--- config.mk ---
export PLATFORM = sky130hd
export DESIGN_NAME = ipi_send_router
export DESIGN_NICKNAME = d
export VERILOG_FILES = /design/src/rtl/ipi_router_pkg.sv /design/src/rtl/ipi_cmd_decode.sv /design/src/rtl/ipi_byte_merge.sv /design/src/rtl/ipi_merge_seq.sv /design/src/rtl/ipi_send_router.sv
export SDC_FILE = /design/constraint.sdc
export NUM_CORES = 1
export LEC_CHECK = 0
export BUFFER_PORTS_ARGS = -buffer_cell sky130_fd_sc_hd__buf_2
export CORE_MARGIN = 2
export CORE_UTILIZATION = 28
export DETAILED_ROUTE_END_ITERATION = 6
export SLEW_MARGIN = 20
export SYNTH_ARGS = -nofsm -noshare
export SYNTH_HDL_FRONTEND = slang
export SYNTH_SLANG_ARGS = --single-unit
--- constraint.sdc ---
create_clock -name clk -period 2.7 [get_ports clk]
set_clock_uncertainty 0.2 [all_clocks]
set_input_delay 0.81 -clock clk [delete_from_list [all_inputs] [get_ports clk]]
set_output_delay 0.81 -clock clk [all_outputs]
set_load 0.02 [all_outputs]
--- src/rtl/ipi_router_pkg.sv ---
package ipi_router_pkg;
  localparam int CORE_W  = 10;
  localparam int ADDR_W  = 16;
  localparam int WORD_W  = 32;
  localparam int LANES   = WORD_W / 8;
  localparam int VBIT_W  = 5;

  typedef enum logic [1:0] {
    KIND_VECTOR = 2'd0,
    KIND_MAIL   = 2'd1,
    KIND_OFFSET = 2'd2,
    KIND_RSVD   = 2'd3
  } cmd_kind_e;

  typedef enum logic [1:0] {
    SEQ_IDLE  = 2'd0,
    SEQ_READ  = 2'd1,
    SEQ_WRITE = 2'd2
  } seq_state_e;

  typedef struct packed {
    logic [CORE_W-1:0] core;
    logic              ok;
    logic              is_vec;
    logic [VBIT_W-1:0] vbit;
    logic [ADDR_W-1:0] addr;
    logic [LANES-1:0]  keep;
    logic [WORD_W-1:0] payload;
  } cmd_fields_t;
endpackage

--- src/rtl/ipi_cmd_decode.sv ---
module ipi_cmd_decode
  import ipi_router_pkg::*;
#(
  parameter int                NUM_CORES = 4,
  parameter logic [ADDR_W-1:0] MBOX_BASE = 16'h0020
) (
  input  logic [1:0]  kind,
  input  logic [63:0] data,
  output cmd_fields_t fields
);
  localparam int CORE_LSB = 16;
  localparam int KEEP_LSB = 27;

  logic [CORE_W-1:0] core;
  logic [ADDR_W-1:0] mail_addr;

  assign core      = data[CORE_LSB +: CORE_W];
  assign mail_addr = MBOX_BASE + {{(ADDR_W-5){1'b0}}, data[4:2], 2'b00};

  always_comb begin
    fields         = '0;
    fields.core    = core;
    fields.ok      = (cmd_kind_e'(kind) != KIND_RSVD) && (32'(core) < NUM_CORES);
    fields.is_vec  = (cmd_kind_e'(kind) == KIND_VECTOR);
    fields.vbit    = data[VBIT_W-1:0];
    fields.addr    = (cmd_kind_e'(kind) == KIND_MAIL) ? mail_addr : data[ADDR_W-1:0];
    fields.keep    = data[KEEP_LSB +: LANES];
    fields.payload = data[63:32];
  end
endmodule

--- src/rtl/ipi_byte_merge.sv ---
module ipi_byte_merge
  import ipi_router_pkg::*;
(
  input  logic [WORD_W-1:0] old_word,
  input  logic [WORD_W-1:0] new_word,
  input  logic [LANES-1:0]  keep,
  output logic [WORD_W-1:0] merged
);
  for (genvar g = 0; g < LANES; g++) begin : g_lane
    assign merged[g*8 +: 8] = keep[g] ? old_word[g*8 +: 8] : new_word[g*8 +: 8];
  end
endmodule

--- src/rtl/ipi_merge_seq.sv ---
module ipi_merge_seq
  import ipi_router_pkg::*;
(
  input  logic               clk,
  input  logic               rst,
  input  logic               cmd_valid,
  input  cmd_fields_t        fields,
  output logic               cmd_busy,
  output logic               done_valid,
  output logic               done_err,
  output logic               vec_valid,
  output logic [CORE_W-1:0]  vec_core,
  output logic [VBIT_W-1:0]  vec_bit,
  output logic               bus_req,
  output logic               bus_we,
  output logic [CORE_W-1:0]  bus_core,
  output logic [ADDR_W-1:0]  bus_addr,
  output logic [WORD_W-1:0]  bus_wdata,
  input  logic               bus_ack,
  input  logic [WORD_W-1:0]  bus_rdata,
  input  logic               bus_err
);
  seq_state_e        state;
  logic [LANES-1:0]  hold_keep;
  logic [WORD_W-1:0] hold_payload;
  logic [WORD_W-1:0] merged;

  ipi_byte_merge u_merge (
    .old_word (bus_rdata),
    .new_word (hold_payload),
    .keep     (hold_keep),
    .merged   (merged)
  );

  assign cmd_busy = (state != SEQ_IDLE);

  always_ff @(posedge clk) begin
    if (rst) begin
      state        <= SEQ_IDLE;
      hold_keep    <= '0;
      hold_payload <= '0;
      done_valid   <= 1'b0;
      done_err     <= 1'b0;
      vec_valid    <= 1'b0;
      vec_core     <= '0;
      vec_bit      <= '0;
      bus_req      <= 1'b0;
      bus_we       <= 1'b0;
      bus_core     <= '0;
      bus_addr     <= '0;
      bus_wdata    <= '0;
    end else begin
      done_valid <= 1'b0;
      vec_valid  <= 1'b0;
      case (state)
        SEQ_IDLE: begin
          if (cmd_valid) begin
            if (!fields.ok) begin
              done_valid <= 1'b1;
              done_err   <= 1'b1;
            end else if (fields.is_vec) begin
              vec_valid  <= 1'b1;
              vec_core   <= fields.core;
              vec_bit    <= fields.vbit;
              done_valid <= 1'b1;
              done_err   <= 1'b0;
            end else begin
              hold_keep    <= fields.keep;
              hold_payload <= fields.payload;
              bus_core     <= fields.core;
              bus_addr     <= fields.addr;
              bus_req      <= 1'b1;
              if (fields.keep != '0) begin
                bus_we <= 1'b0;
                state  <= SEQ_READ;
              end else begin
                bus_we    <= 1'b1;
                bus_wdata <= fields.payload;
                state     <= SEQ_WRITE;
              end
            end
          end
        end
        SEQ_READ: begin
          if (bus_ack) begin
            if (bus_err) begin
              bus_req    <= 1'b0;
              done_valid <= 1'b1;
              done_err   <= 1'b1;
              state      <= SEQ_IDLE;
            end else begin
              bus_we    <= 1'b1;
              bus_wdata <= merged;
              state     <= SEQ_WRITE;
            end
          end
        end
        SEQ_WRITE: begin
          if (bus_ack) begin
            bus_req    <= 1'b0;
            bus_we     <= 1'b0;
            done_valid <= 1'b1;
            done_err   <= bus_err;
            state      <= SEQ_IDLE;
          end
        end
        default: state <= SEQ_IDLE;
      endcase
    end
  end


  req_hold_chk: assert property (@(posedge clk) disable iff (rst)
    bus_req && !bus_ack |=> bus_req && $stable(bus_addr) && $stable(bus_we) && $stable(bus_core));


  rd_then_wr_chk: assert property (@(posedge clk) disable iff (rst)
    bus_req && !bus_we && bus_ack && !bus_err |=> bus_req && bus_we && !done_valid);


  rd_err_chk: assert property (@(posedge clk) disable iff (rst)
    bus_req && !bus_we && bus_ack && bus_err |=> done_valid && done_err && !bus_req);


  wr_done_chk: assert property (@(posedge clk) disable iff (rst)
    bus_req && bus_we && bus_ack |=> done_valid && (done_err == $past(bus_err)) && !bus_req);


  busy_quiet_chk: assert property (@(posedge clk) disable iff (rst)
    cmd_busy |=> !vec_valid);
endmodule

--- src/rtl/ipi_send_router.sv ---
module ipi_send_router
  import ipi_router_pkg::*;
#(
  parameter int                NUM_CORES = 4,
  parameter logic [ADDR_W-1:0] MBOX_BASE = 16'h0020
) (
  input  logic               clk,
  input  logic               rst,
  input  logic               cmd_valid,
  input  logic [1:0]         cmd_kind,
  input  logic [63:0]        cmd_data,
  output logic               cmd_busy,
  output logic               done_valid,
  output logic               done_err,
  output logic               vec_valid,
  output logic [CORE_W-1:0]  vec_core,
  output logic [VBIT_W-1:0]  vec_bit,
  output logic               bus_req,
  output logic               bus_we,
  output logic [CORE_W-1:0]  bus_core,
  output logic [ADDR_W-1:0]  bus_addr,
  output logic [WORD_W-1:0]  bus_wdata,
  input  logic               bus_ack,
  input  logic [WORD_W-1:0]  bus_rdata,
  input  logic               bus_err
);
  cmd_fields_t fields;

  ipi_cmd_decode #(
    .NUM_CORES (NUM_CORES),
    .MBOX_BASE (MBOX_BASE)
  ) u_decode (
    .kind   (cmd_kind),
    .data   (cmd_data),
    .fields (fields)
  );

  ipi_merge_seq u_seq (
    .clk        (clk),
    .rst        (rst),
    .cmd_valid  (cmd_valid),
    .fields     (fields),
    .cmd_busy   (cmd_busy),
    .done_valid (done_valid),
    .done_err   (done_err),
    .vec_valid  (vec_valid),
    .vec_core   (vec_core),
    .vec_bit    (vec_bit),
    .bus_req    (bus_req),
    .bus_we     (bus_we),
    .bus_core   (bus_core),
    .bus_addr   (bus_addr),
    .bus_wdata  (bus_wdata),
    .bus_ack    (bus_ack),
    .bus_rdata  (bus_rdata),
    .bus_err    (bus_err)
  );


  bad_target_chk: assert property (@(posedge clk) disable iff (rst)
    cmd_valid && !cmd_busy && (32'(cmd_data[25:16]) >= NUM_CORES)
      |=> done_valid && done_err && !vec_valid && !bus_req);


  vec_pulse_chk: assert property (@(posedge clk) disable iff (rst)
    vec_valid |-> done_valid && !done_err && !bus_req);
endmodule

==> results.md, run 1 <==
- Final Wtd Congestion: 0.880
- Clock Latency Late Sink: 0.41 ns
- WP data required: approximately 1.7 ns
- Max-cap violations: 0
- Rel. slew slack: 0.586
- DRT antenna net count: 0
- Core ar.: 17300 um2
- DRC errors left: 0
- Top_reg_cell synth: dfxtp_1
- Status: complete, no violations
- Crit-path most repeated cell: inv_1
- CTS Hold Buffers Added: 0
- Most frequent cells in the layout: buf_2 (179), nand2_1 (163), dfxtp_1 (116)
- Reg2Reg Depth: 7
- Filler cell count in the final layout: around 1.8k
- Leakage: 2.97 nW
- Antenna violations before repair: 1
- Max incr delay on CP: 0.36 ns
- Worst r2r dst: u_seq.bus_wdata[4]$_SDFFE_PP0P_
- Hold Fails Final Rpt: 0
- Reg clk slew, reported paths: 0.06 ns
- Arrival @ worst endpoint: 1.44 ns
- Fin crit share: 0.906
- Postcts setup bufs: 0
- TritonCTS clock tree: yes
- Vias in the first global route: 4393
- Hold depth: 2
- Synth top area share: 0.468
- Average wire per standard cell: 14.4 um
- WL final: 14000 um
- Iteration-0 DRC Markers: 158
- Max Fclk: 0.409 GHz
- Synth top area cells: dfxtp_1 (47%), mux2i_1 (14%), nand2_1 (12%)
- EDFF count, synth: 0
- IO Port Bufs: 179
- Post-DP Area: 6070 um2
- Total track usage: 0.154
- Die H: approximately 140 um
- Worst Hold End: u_seq.bus_addr[11]$_SDFFE_PP0P_
- Via-per-instance ratio: 4.66
- Die Area: 18800 um2
- Final Critical Period: 2.45 ns
- Post-synthesis net count: 679
- Starting Density: 0.287
- First-pass GRT wire length: ~22000 um
- Max-slew violation count: 0
- Final Setup Violations: 0
- Hold_sp: u_seq.bus_addr[11]$_SDFFE_PP0P_
- Worst r2r src: u_seq.state[1]$_SDFFE_PP0P_
- Area delta synth->final: 34.1%
- Register area share after synthesis: 0.468
- YS warnings: 0
- CTS Root Cell: clkbuf_16
- Global route overflow: 0
- Area leader, netlist: dfxtp_1
- CTS Buf Count: 17
- Total I/O pin count: 182
- RSZ-0062 raised after global routing: false
- Power per cell area: 614 nW/um2
- Worst-path fanout max: 6
- Yosys reg bits: 116
- Die W: 137 um
- Via count: around 4.5k
- # clock sinks: 116
- CP endpoint kind: output pin
- Cell row count: 48
- Layout cell share with drive strength beyond 1: 0.307
- Actual slew at the worst max-slew pin: approximately 0.62 ns
- CP Launch Type: flop
- Post-Syn Area per Cell: 8.67 um2
- Mapped Cells: 572
- Final design area excluding fillers: 6650 um2
- Slowest cell on crit path: dfxtp_1
- Mapped Area: 4960 um2
- Peak supply drop: 0.420 mV
- Async set-or-reset flop fraction in the synthesized netlist: 0
- R2R setup slack: 0.47 ns
- Crit Path Category: flop to output pin
- Nets: 843
- Setup TNS: 0 ns
- Class of the tightest hold or removal check: flop to flop
- Clock Path Buffers: 2
- Count of unique library cells instantiated by Yosys: 38
- Post-CTS Resized: 0
- Maximum number of pins on one net before global-route repair: 65
- Crit-path cells: inv_1 > ha_1 > inv_1 > buf_2
- Most common cell after layout, fill and taps aside: buf_2
- Hpwl dp: ~9800 um
- Pre-antenna DRT Iters: 4
- H-tree Lvls: 4
layer usage:
layer / vias up / GRT usage / wire length [um]
li1: 2315 / - / -
met4: 0 / 0.0573 / 216
met1: 2072 / 0.182 / 6180
met5: - / 0 / 0
met2: 138 / 0.256 / 6610
met3: 19 / 0.0541 / 1020
state kept, by name, indices dropped and copies added, names as in the netlist, 2 cells and up:
name,cells
u_seq.bus_wdata,32
u_seq.hold_payload,32
u_seq.bus_addr,16
u_seq.bus_core,10
u_seq.vec_core,10
u_seq.vec_bit,5
u_seq.hold_keep,4
u_seq.state,2
cell type report:
class | count | area (um2) | share of cell area
Multi-Input combinational cell | 405 | 2410 | 0.363
Sequential cell | 116 | 2320 | 0.349
Timing Repair Buffer | 191 | 1040 | 0.156
Clock buffer | 18 | 439 | 0.0660
Tap cell | 225 | 282 | 0.0423
Clock inverter | 14 | 138 | 0.0207
Inverter | 5 | 18.8 | 0.00282
Antenna cell | 1 | 2.50 | 0.000376
Yosys cell counts, types with 2 or more instances:
| master | instances |
|---|---|
| nand2_1 | 163 |
| dfxtp_1 | 116 |
| mux2i_1 | 71 |
| a21oi_1 | 58 |
| clkbuf_1 | 35 |
| o211ai_1 | 32 |
| and3_1 | 16 |
| nand3_1 | 16 |
| nor2_1 | 11 |
| buf_2 | 7 |
| buf_6 | 4 |
| ha_1 | 4 |
| inv_1 | 4 |
| or4_1 | 3 |
| a22oi_1 | 2 |
| a31oi_1 | 2 |
| nand2b_1 | 2 |
| nand4_1 | 2 |
| nor3_1 | 2 |
| nor4_4 | 2 |
| o21bai_1 | 2 |
| o31ai_1 | 2 |
kinds of logic after synthesis:
kind of cell,after synthesis,synth area share
muxes,71,0.143
xor gates and xnor gates,1,0.00177
and+or+nand+nor,225,0.202
DFF,116,0.468
buffers and inverters,51,0.0464
AOI/OAI and AO/OA,104,0.129
adders and majority gates,4,0.0101
worst max-delay path: cells and delay by family (launching register included):
kind,cells,cell delay (ns)
buffers and inverters,3,0.39
flip-flops,1,0.36
adder cells (fa/ha/maj),1,0.27
through the flow:
step           hold WS, ns  power, mW  setup WS, ns  utilization  cells
4_1_cts              0.253       4.15         0.237        0.384    974
5_1_grt              0.267       4.25         0.185        0.384    975
3_5_place_dp         0.244       1.94        0.0758        0.351    942
2_1_floorplan        0.236       1.82         0.366            -    572
6_report             0.247       4.09         0.255        0.384    975
3_3_place_gp         0.237       1.94        0.0986        0.351    942
worst max-delay path by stage:
stage / from / to / slack, ns / depth (start not counted)
final: u_seq.state[0]$_SDFFE_PP0P_ / cmd_busy / 0.25 / 4
after detailed placement: cmd_data[21] / u_seq.bus_wdata[10]$_SDFFE_PP0P_ / 0.08 / 6
after CTS: u_seq.state[0]$_SDFFE_PP0P_ / cmd_busy / 0.24 / 4
after floorplan: cmd_data[18] / u_seq.bus_wdata[0]$_SDFFE_PP0P_ / 0.37 / 6
after global routing: u_seq.state[1]$_SDFFE_PP0P_ / cmd_busy / 0.18 / 4
after global placement: cmd_data[21] / u_seq.bus_wdata[0]$_SDFFE_PP0P_ / 0.1 / 6
power by group:
part	total, mW	switching, mW	internal, mW
combinational	0.185	0.101	0.0835
sequential	1.72	0.00122	1.72
clock	2.19	0.815	1.37
(Power assumes the default switching activity.)
==> run 2: changes to the inputs <==
--- a/config.mk
+++ b/config.mk
@@ -5,10 +5,10 @@
 export SDC_FILE = /design/constraint.sdc
 export NUM_CORES = 1
 export LEC_CHECK = 0
-export BUFFER_PORTS_ARGS = -buffer_cell sky130_fd_sc_hd__buf_2
 export CORE_MARGIN = 2
 export CORE_UTILIZATION = 28
 export DETAILED_ROUTE_END_ITERATION = 6
+export DONT_BUFFER_PORTS = 1
 export SLEW_MARGIN = 20
 export SYNTH_ARGS = -nofsm -noshare
 export SYNTH_HDL_FRONTEND = slang
==> results.md, run 2 (same netlist as run 1, synthesis figures left out) <==
- Status: complete, no violations
- CTS Hold Buffers Added: 0 (unchanged)
- Clock Path Buffers: 2 (unchanged)
- Fin cells: 793 (-19%)
- # clock sinks: 116 (unchanged)
- Post-CTS Resized: 0 (unchanged)
- Most frequent cells in the layout: nand2_1 (163), dfxtp_1 (116), mux2i_1 (71)
- Max Fclk: 0.420 GHz (+2.6%)
- Final Setup Violations: 0 (unchanged)
- RSZ-0062 raised after global routing: false
- N_diodes: 0 (-1)
- Worst-path fanout max: 6 (unchanged)
- Hold Fails Final Rpt: 0 (unchanged)
- Cell row count: 48 (unchanged)
- TritonCTS clock tree: yes
- Die W: 137 um (unchanged)
- Postcts setup bufs: 0 (unchanged)
- Total track usage: 0.143 (-0.0108)
- DRC errors left: 0 (unchanged)
- Power per cell area: 677 nW/um2 (+10%)
- Via count: 3850 (-15%)
- Via-per-instance ratio: 4.85 (+4.2%)
- R2R setup slack: 0.49 ns (+0.02 ns)
- Largest regs: u_seq.bus_wdata: 32 flops, u_seq.hold_payload: 32 flops, u_seq.bus_addr: 16 flops
- CP Launch Type: flop
- Reg clk slew, reported paths: 0.06 ns (about the same)
- Layout cell share with drive strength beyond 1: 0.0863 (-0.221)
- Clock Latency Late Sink: 0.41 ns (about the same)
- Antenna violations before repair: 0 (-1)
- Reg2Reg Depth: 7 (unchanged)
- Post-Route Utilization: 0.330 (-0.0548)
- Leakage: 2.09 nW (-30%)
- Maximum number of pins on one net before global-route repair: 71 (+9.2%)
- CP endpoint kind: output pin
- Pre-antenna DRT Iters: 4 (unchanged)
- Hpwl dp: 8890 um (-9.0%)
- Tot Pwr: 3.86 mW (-5.6%)
- Hold_sp: u_seq.hold_payload[9]$_SDFFE_PP0P_
- Worst Hold End: u_seq.hold_payload[9]$_SDFFE_PP0P_
- Fin Hold WS: 0.244 ns (-0.00295 ns)
- Worst r2r dst: u_seq.bus_wdata[0]$_SDFFE_PP0P_
- WP data required: 1.69 ns (about the same)
- H-tree Lvls: 4 (unchanged)
- Met3 Usage GRT: 0.0674 (+0.0133)
- Starting Density: 0.287 (unchanged)
- WL final: 13200 um (-6.1%)
- Placed Instances: 761 (-19%)
- Layer with the highest usage: met2
- First-pass GRT wire length: 20300 um (-8.3%)
- Worst r2r src: u_seq.state[1]$_SDFFE_PP0P_
- Final Wtd Congestion: 0.825 (-6.3%)
- Die Area: 18800 um2 (unchanged)
- Area delta synth->final: 15.0%
- Global route overflow: 0 (unchanged)
- Class of the tightest hold or removal check: flop to flop
- Final Critical Period: 2.38 ns (-0.0619 ns)
- Nets: 662 (-21%)
- Peak supply drop: 0.383 mV (-8.8%)
- Total I/O pin count: 182 (unchanged)
- DRT antenna net count: 0 (unchanged)
- Hold depth: 2 (unchanged)
- IO Port Bufs: 0 (-100%)
- Rel. slew slack: 0.543 (-0.0422)
- Average wire per standard cell: 16.6 um (+15%)
- Most common cell after layout, fill and taps aside: nand2_1
- CTS Buf Count: 17 (unchanged)
- Fin crit share: 0.883 (-0.0229)
- Core ar.: 17300 um2 (unchanged)
- Max-cap violations: 0 (unchanged)
- Setup TNS: 0 ns (unchanged)
- CTS Root Cell: clkbuf_16
- Vias in the first global route: 3738 (-15%)
- Grt met1 use: 0.166 (-0.0162)
- Met2 Track Usage GR: 0.226 (-0.0301)
- Iteration-0 DRC Markers: 145 (-8.2%)
- Die H: 137 um (unchanged)
- Crit Path Category: flop to output pin
- Actual slew at the worst max-slew pin: 0.685 ns (+0.0633 ns)
- Arrival @ worst endpoint: 1.37 ns (-0.07 ns)
- Max-slew violation count: 0 (unchanged)
## run 2: cell count changes in the layout (fill, tap and decap cells not counted), sizes merged
cell	before	now
clkinvlp	4	7
clkbuf	18	19
diode	1	0
inv	5	8
bufinv	2	0
clkinv	8	3
buf	191	10
## run 2: worst max-delay path: stages, from the launching register on
cell     delay (ns)
dfxtp_1        0.37
inv_1          0.10
ha_1           0.27
inv_1          0.23
## run 2: routing by layer
metal / part of all wire / vias to the layer above
met3: 0.096 / 20
met1: 0.42 / 1767
met5: 0 / -
met4: 0.022 / 0
met2: 0.46 / 120
li1: - / 1943
## run 2: layout make-up
class	count	area, um2
tap	225	282
inverter	5	18.8
multi-input combinational	405	2410
sequential	116	2320
fill	1819	11600
timing repair buffer	10	113
clock inverter	13	101
clock buffer	19	453
## run 2: per-stage QoR
| stage | cell area [um2] | setup WS [ns] |
|---|---|---|
| detailed placement | 5150 | 0.223 |
| floorplan | 4960 | 0.366 |
| CTS | 5700 | 0.302 |
| finish | 5700 | 0.317 |
| global route | 5700 | 0.240 |
| global placement | 5150 | 0.245 |
## run 2: how the worst max path moves through the flow
| stage | from | to | cells past startpoint |
|---|---|---|---|
| after detailed placement | cmd_data[18] | u_seq.bus_wdata[0]$_SDFFE_PP0P_ | 5 |
| after CTS | u_seq.state[0]$_SDFFE_PP0P_ | cmd_busy | 3 |
| final | u_seq.state[0]$_SDFFE_PP0P_ | cmd_busy | 3 |
| after global placement | cmd_data[18] | u_seq.bus_wdata[27]$_SDFFE_PP0P_ | 5 |
| after floorplan | cmd_data[18] | u_seq.bus_wdata[0]$_SDFFE_PP0P_ | 6 |
| after global routing | u_seq.state[1]$_SDFFE_PP0P_ | cmd_busy | 3 |
## run 2: report_power, final
group | switching, mW | leakage [nW] | internal, mW
sequential | 0.00467 | 0.934 | 1.71
combinational | 0.0404 | 0.902 | 0.0277
clock | 0.843 | 0.251 | 1.23
